### config.mk
export PLATFORM = sky130hd
export DESIGN_NAME = ptmr_top
export DESIGN_NICKNAME = d
export VERILOG_FILES = /design/src/rtl/ptmr_pkg.sv /design/src/rtl/ptmr_tick.sv /design/src/rtl/ptmr_core.sv /design/src/rtl/ptmr_top.sv
export SDC_FILE = /design/constraint.sdc
export NUM_CORES = 1
export LEC_CHECK = 0
export CORE_MARGIN = 3
export CORE_UTILIZATION = 45
export DETAILED_ROUTE_END_ITERATION = 12
export DONT_BUFFER_PORTS = 1
export PLACE_DENSITY = 0.6
export SETUP_SLACK_MARGIN = 0.05
export SLEW_MARGIN = 20
export SYNTH_ARGS = -nofsm -noshare
export SYNTH_HDL_FRONTEND = slang
export SYNTH_SLANG_ARGS = --single-unit
### constraint.sdc
create_clock -name clk -period 8.2 [get_ports clk]
set_clock_uncertainty 0.15 [all_clocks]
set_input_delay 1.64 -clock clk [delete_from_list [all_inputs] [get_ports clk]]
set_output_delay 1.64 -clock clk [all_outputs]
set_load 0.03 [all_outputs]
### src/rtl/ptmr_pkg.sv
package ptmr_pkg;

    typedef enum logic [1:0] {
        MODE_ON_DELAY  = 2'b00,
        MODE_OFF_DELAY = 2'b01,
        MODE_MONO      = 2'b10,
        MODE_ONESHOT   = 2'b11
    } tmr_mode_e;

    localparam int unsigned WIDE_W = 32;

    // Saturating step of the elapsed counter.
    function automatic logic [WIDE_W-1:0] sat_step(
        input logic [WIDE_W-1:0] cur,
        input logic [WIDE_W-1:0] lim,
        input logic              tick
    );
        if (tick && (cur < lim)) begin
            return cur + 32'd1;
        end
        return cur;
    endfunction

endpackage

### src/rtl/ptmr_tick.sv
module ptmr_tick #(
    parameter int unsigned TICK_DIV = 12_500_000
) (
    input  logic clk,
    input  logic rst,
    output logic tick_o
);
    generate
        if (TICK_DIV <= 1) begin : g_pass
            assign tick_o = 1'b1;
        end else begin : g_div
            localparam int unsigned DIV_W = $clog2(TICK_DIV);
            localparam logic [DIV_W-1:0] LAST = DIV_W'(TICK_DIV - 1);
            logic [DIV_W-1:0] cnt_q;

            always_ff @(posedge clk) begin
                if (rst) begin
                    cnt_q <= '0;
                end else if (cnt_q == LAST) begin
                    cnt_q <= '0;
                end else begin
                    cnt_q <= cnt_q + 1'b1;
                end
            end

            assign tick_o = (cnt_q == LAST);


            tick_single_chk: assert property (@(posedge clk) disable iff (rst)
                tick_o |=> !tick_o);
        end
    endgenerate
endmodule

### src/rtl/ptmr_core.sv
module ptmr_core
    import ptmr_pkg::*;
#(
    parameter int unsigned CNT_W = 12
) (
    input  logic             clk,
    input  logic             rst,
    input  logic             tick_i,
    input  logic             en_i,
    input  logic [1:0]       mode_i,
    input  logic [CNT_W-1:0] limit_i,
    output logic             out_o,
    output logic [CNT_W-1:0] elapsed_o
);
    tmr_mode_e        mode_q, mode_n;
    logic [CNT_W-1:0] elapsed_q, elapsed_n, stepped;
    logic             out_q, out_n, done_q, done_n, en_q;
    logic             rise, mode_chg, past_ok;
    logic [WIDE_W-1:0] wide_step;

    assign rise      = en_i & ~en_q;
    assign mode_chg  = (tmr_mode_e'(mode_i) != mode_q);
    assign wide_step = sat_step(WIDE_W'(elapsed_q), WIDE_W'(limit_i), tick_i);
    assign stepped   = wide_step[CNT_W-1:0];

    always_comb begin
        mode_n    = mode_q;
        elapsed_n = elapsed_q;
        out_n     = out_q;
        done_n    = done_q;
        if (mode_chg) begin
            mode_n    = tmr_mode_e'(mode_i);
            elapsed_n = '0;
            out_n     = 1'b0;
            done_n    = 1'b0;
        end else begin
            unique case (mode_q)
                MODE_ON_DELAY: begin
                    if (!en_i) begin
                        elapsed_n = '0;
                        out_n     = 1'b0;
                    end else begin
                        elapsed_n = stepped;
                        out_n     = (stepped >= limit_i);
                    end
                end
                MODE_OFF_DELAY: begin
                    if (en_i) begin
                        elapsed_n = '0;
                        out_n     = 1'b1;
                    end else if (out_q) begin
                        elapsed_n = stepped;
                        out_n     = (stepped < limit_i);
                    end
                end
                MODE_MONO: begin
                    if (rise) begin
                        elapsed_n = '0;
                        out_n     = (limit_i != '0);
                    end else if (out_q) begin
                        elapsed_n = stepped;
                        out_n     = (stepped < limit_i);
                    end
                end
                MODE_ONESHOT: begin
                    if (out_q) begin
                        elapsed_n = stepped;
                        out_n     = (stepped < limit_i);
                        if (!out_n) done_n = 1'b1;
                    end else if (en_i && !done_q) begin
                        elapsed_n = '0;
                        out_n     = (limit_i != '0);
                        if (limit_i == '0) done_n = 1'b1;
                    end else if (!en_i) begin
                        done_n = 1'b0;
                    end
                end
                default: ;
            endcase
        end
    end

    always_ff @(posedge clk) begin
        if (rst) begin
            mode_q    <= MODE_ON_DELAY;
            elapsed_q <= '0;
            out_q     <= 1'b0;
            done_q    <= 1'b0;
            en_q      <= 1'b0;
            past_ok   <= 1'b0;
        end else begin
            mode_q    <= mode_n;
            elapsed_q <= elapsed_n;
            out_q     <= out_n;
            done_q    <= done_n;
            en_q      <= en_i;
            past_ok   <= 1'b1;
        end
    end

    assign out_o     = out_q;
    assign elapsed_o = elapsed_q;


    ondly_drop_chk: assert property (@(posedge clk) disable iff (rst)
        (mode_q == MODE_ON_DELAY && !en_i) |=> (!out_q && elapsed_q == '0));


    offdly_hold_chk: assert property (@(posedge clk) disable iff (rst)
        (mode_q == MODE_OFF_DELAY && !mode_chg && en_i) |=> out_q);


    mono_rise_chk: assert property (@(posedge clk) disable iff (rst)
        (mode_q == MODE_MONO && !mode_chg && rise && limit_i != '0) |=> out_q);


    oneshot_hold_chk: assert property (@(posedge clk) disable iff (rst)
        (mode_q == MODE_ONESHOT && !mode_chg && done_q && !out_q) |=> !out_q);


    elapsed_step_chk: assert property (@(posedge clk) disable iff (rst)
        (past_ok && elapsed_q > $past(elapsed_q)) |-> (elapsed_q == $past(elapsed_q) + CNT_W'(1)));


    no_overflow_chk: assert property (@(posedge clk) disable iff (rst)
        (past_ok && $stable(limit_i) && $past(elapsed_q) <= $past(limit_i)) |-> (elapsed_q <= limit_i));
endmodule

### src/rtl/ptmr_top.sv
module ptmr_top #(
    parameter int unsigned TICK_DIV      = 12_500_000,
    parameter int unsigned PRESET_W      = 8,
    parameter int unsigned TICKS_PER_SEC = 10,
    localparam int unsigned CNT_W = $clog2(((2 ** PRESET_W) - 1) * TICKS_PER_SEC + 1)
) (
    input  logic                clk,
    input  logic                rst,
    input  logic                enable_i,
    input  logic [1:0]          mode_i,
    input  logic [PRESET_W-1:0] preset_i,
    output logic                timer_o,
    output logic [CNT_W-1:0]    elapsed_o
);
    logic             tick;
    logic [CNT_W-1:0] limit;

    assign limit = CNT_W'(preset_i) * CNT_W'(TICKS_PER_SEC);

    ptmr_tick #(.TICK_DIV(TICK_DIV)) u_tick (
        .clk    (clk),
        .rst    (rst),
        .tick_o (tick)
    );

    ptmr_core #(.CNT_W(CNT_W)) u_core (
        .clk       (clk),
        .rst       (rst),
        .tick_i    (tick),
        .en_i      (enable_i),
        .mode_i    (mode_i),
        .limit_i   (limit),
        .out_o     (timer_o),
        .elapsed_o (elapsed_o)
    );
endmodule

==> run metrics <==
total track usage=0.1913; status=complete, no violations; unrepaired setup endpoints after global routing=false; I/O pin total=26; Max-Cap Viols=0; Max transition margin=0.4230; Fmax achieved=~0.13 GHz; Reg2Reg Capture Point=u_core.out_o; gpl congestion=0.8368; count of cell types in the netlist=59; Vias=2918; Pleak=1.314 nW; DR pass1 iterations=4; Slew Limit Fails=0; Initial Util=0.4697; final worst-path cycle share=0.9217; Yosys reg bits=between 40 and 50; top cells by count, synth=nor2_1 (46), dfxtp_1 (41), ha_1 (33); CP Max Fanout=8; Die Width=~91 um; clock network power share=0.368; Seq pwr share=0.451; placed inst area=0.003329 mm^2; worst reg2reg path depth=18; hpwl dp=a little over 6000 um; EDFF count, synth=0; required time worst endpoint=8280 ps; worst-margin pin slew=858.9 ps; clock sinks=41; vias per inst=5.836; Seq/Total Area, Yosys=0.2530; # DRC=0; Worst VDD drop=slightly above 0.1 mV; worst setup path class=input port to flip-flop; CTS Buf Count=5; CTS tree=yes; initial antenna violation count=0; clk slew on worst S/H paths=80 ps; async set or reset register ratio after synthesis=0; Final Hold Viols=0; internal power=around 0.33 mW; pwr/cell area=~130 mW/mm^2; Routed WL per cell=15.67 um; die height=90.91 um; first-pass GRT wire length=13150 um; top cells by area, synth=dfxtp_1 (25%), ha_1 (13%), xor2_1 (5.4%); Sw Share=0.2692; crit path launch=preset_i[1]; CP Data Arrival Time=7640 ps; # nets final=450; PostCTS Resize Cnt=0; vias in the first global route=2750; Iter 0 DRT Violations=236; worst-case clock buffer depth=2; Core Box Area=0.006907 mm^2; Syn Area/Cell=7.971 um^2; DIE AREA=0.008265 mm^2; top cell type's share of synthesized area=0.2530; Post-CTS Setup Bufs=0; cell row count=30; ratio of cells with drive above 1 in the final layout=0.04950; area grow syn2layout=6.209%; Finish-stage setup viols=0; worst min path class=flip-flop to flip-flop; ys flop type=dfxtp_1; Crit Reg-Reg Startpoint=u_core.elapsed_o[5]; fin area=0.003446 mm^2; most common cell in the synthesized netlist=nor2_1; Net Sw Power=0.1225 mW; Ys Warns=0; combinational share of power=0.182; setup TNS=0 ps; Clock Latency Late Sink=about 290 ps; ANT nets after route=0; Critical Path Start Type=input port; crit path to=u_core.out_o; dominant cell type by area after synthesis=dfxtp_1; post-synth net total=454; H-tree depth=2; largest net degree at the start of global routing=24; # port buffers=0; Cells after Synth=407; clock root cell=clkbuf_8; Hold Buf Count CTS=0; antenna diode count=0; CP endpoint kind=flip-flop; crit path time final=7558 ps; cell area after synthesis=0.003244 mm^2; grt total ovfl=0; Total Wirelength=roughly 7800 um; Reg2Reg Setup Slack=between 2000 and 3000 ps
## power groups by stage
stage | Sequential (mW) | Combinational (mW) | Clock, mW
2_1_floorplan | 0.208 | 0.0656 | 0
3_5_place_dp | 0.210 | 0.0817 | 0
6_report | 0.205 | 0.0827 | 0.167
5_1_grt | 0.206 | 0.0946 | 0.181
3_3_place_gp | 0.210 | 0.0811 | 0
4_1_cts | 0.205 | 0.0826 | 0.173
## sequential cells by signal, indices dropped and copies added, names as in the netlist
name / count
u_core.mode_q: 2
u_tick.g_div.cnt_q: 24
u_core.elapsed_o: 12
u_core.out_o: 1
u_core.en_q: 1
u_core.done_q: 1
## cell type report
cell class,count,area [um^2]
Fill cell,744,3461
Multi-Input combinational cell,335,2306
Sequential cell,41,820.8
Tap cell,96,120.1
Clock buffer,7,86.33
Inverter,18,67.56
Clock inverter,1,30.03
Timing Repair Buffer,2,15.01
## metrics by stage
stage               hold slack, ps  worst slack (ps)  cells    util  power [mW]
CTS                          335.7             680.9    500  0.4989      0.4608
finish                       324.6             642.0    500  0.4989      0.4549
global route                 367.4             160.8    500  0.4989      0.4807
global placement             299.2             583.2    492  0.4821      0.2907
detailed placement           315.1             423.7    492  0.4821      0.2914
floorplan                    280.2              1234    407       -      0.2732
## worst max-delay path: stages
cell      delay [ps]
ha_1             270
ha_1             230
fa_1             410
a211oi_1         370
nor2_1           160
or2_2            340
ha_1             180
a21oi_1          160
nor2b_1          160
o311ai_1         200
and2_1           250
maj3_2           360
a21oi_1          450
and3_1           280
xor2_1           160
ha_1             260
a211oi_1         240
nor2_1            80
nor3_1           180
o21ai_0          180
o41ai_1          470
o311ai_1         220
a211o_1          340
nand3_1           70
## kinds of logic after synthesis
kind of cell,share of synthesized area
AND/OR/NAND/NOR,0.2649
flip-flops,0.2530
buffers and inverters,0.03625
XOR/XNOR,0.08639
AO/OA/AOI/OAI,0.2098
adder cells (fa/ha/maj),0.1369
multiplexers,0.01273
## worst min path at each step
stage	startpoint	to	slack (ps)	cells past startpoint
global route	u_tick.g_div.cnt_q[0]	u_tick.g_div.cnt_q[0]	370	1
floorplan	u_tick.g_div.cnt_q[0]	u_tick.g_div.cnt_q[0]	280	1
global placement	u_tick.g_div.cnt_q[0]	u_tick.g_div.cnt_q[0]	300	1
detailed placement	u_tick.g_div.cnt_q[0]	u_tick.g_div.cnt_q[0]	320	1
CTS	u_tick.g_div.cnt_q[0]	u_tick.g_div.cnt_q[0]	340	1
finish	u_tick.g_div.cnt_q[0]	u_tick.g_div.cnt_q[0]	320	1
## placed cells by master (no fill, tap or decap), types with 3 or more instances in the layout
| cell | instances |
|---|---|
| and2_1 | 5 |
| nand2_1 | 26 |
| a311oi_1 | 3 |
| or3_1 | 8 |
| and4_1 | 3 |
| a211oi_1 | 8 |
| nor2b_1 | 7 |
| a211o_1 | 4 |
| and3_1 | 6 |
| nor2_1 | 46 |
| nand4_1 | 15 |
| a31oi_1 | 8 |
| nand3_1 | 21 |
| xnor2_1 | 12 |
| nand2b_1 | 4 |
| nor3_1 | 11 |
| nor4_1 | 3 |
| a21oi_1 | 19 |
| inv_1 | 18 |
| nor3b_1 | 3 |
| dfxtp_1 | 41 |
| ha_1 | 33 |
| o21ai_0 | 18 |
| o211ai_1 | 3 |
| clkbuf_8 | 6 |
| o21a_1 | 5 |
| xor2_1 | 20 |
| mux2i_1 | 3 |
| a21o_1 | 4 |
## layer usage
metal,track usage,routed length (um),vias up
met1,0.2860,3978,1325
met2,0.2804,3271,81
met3,0.04000,521,8
li1,-,-,1504
met5,0,0,-
met4,0.04271,62,0
No activity file was read; power rests on OpenSTA's default activity.
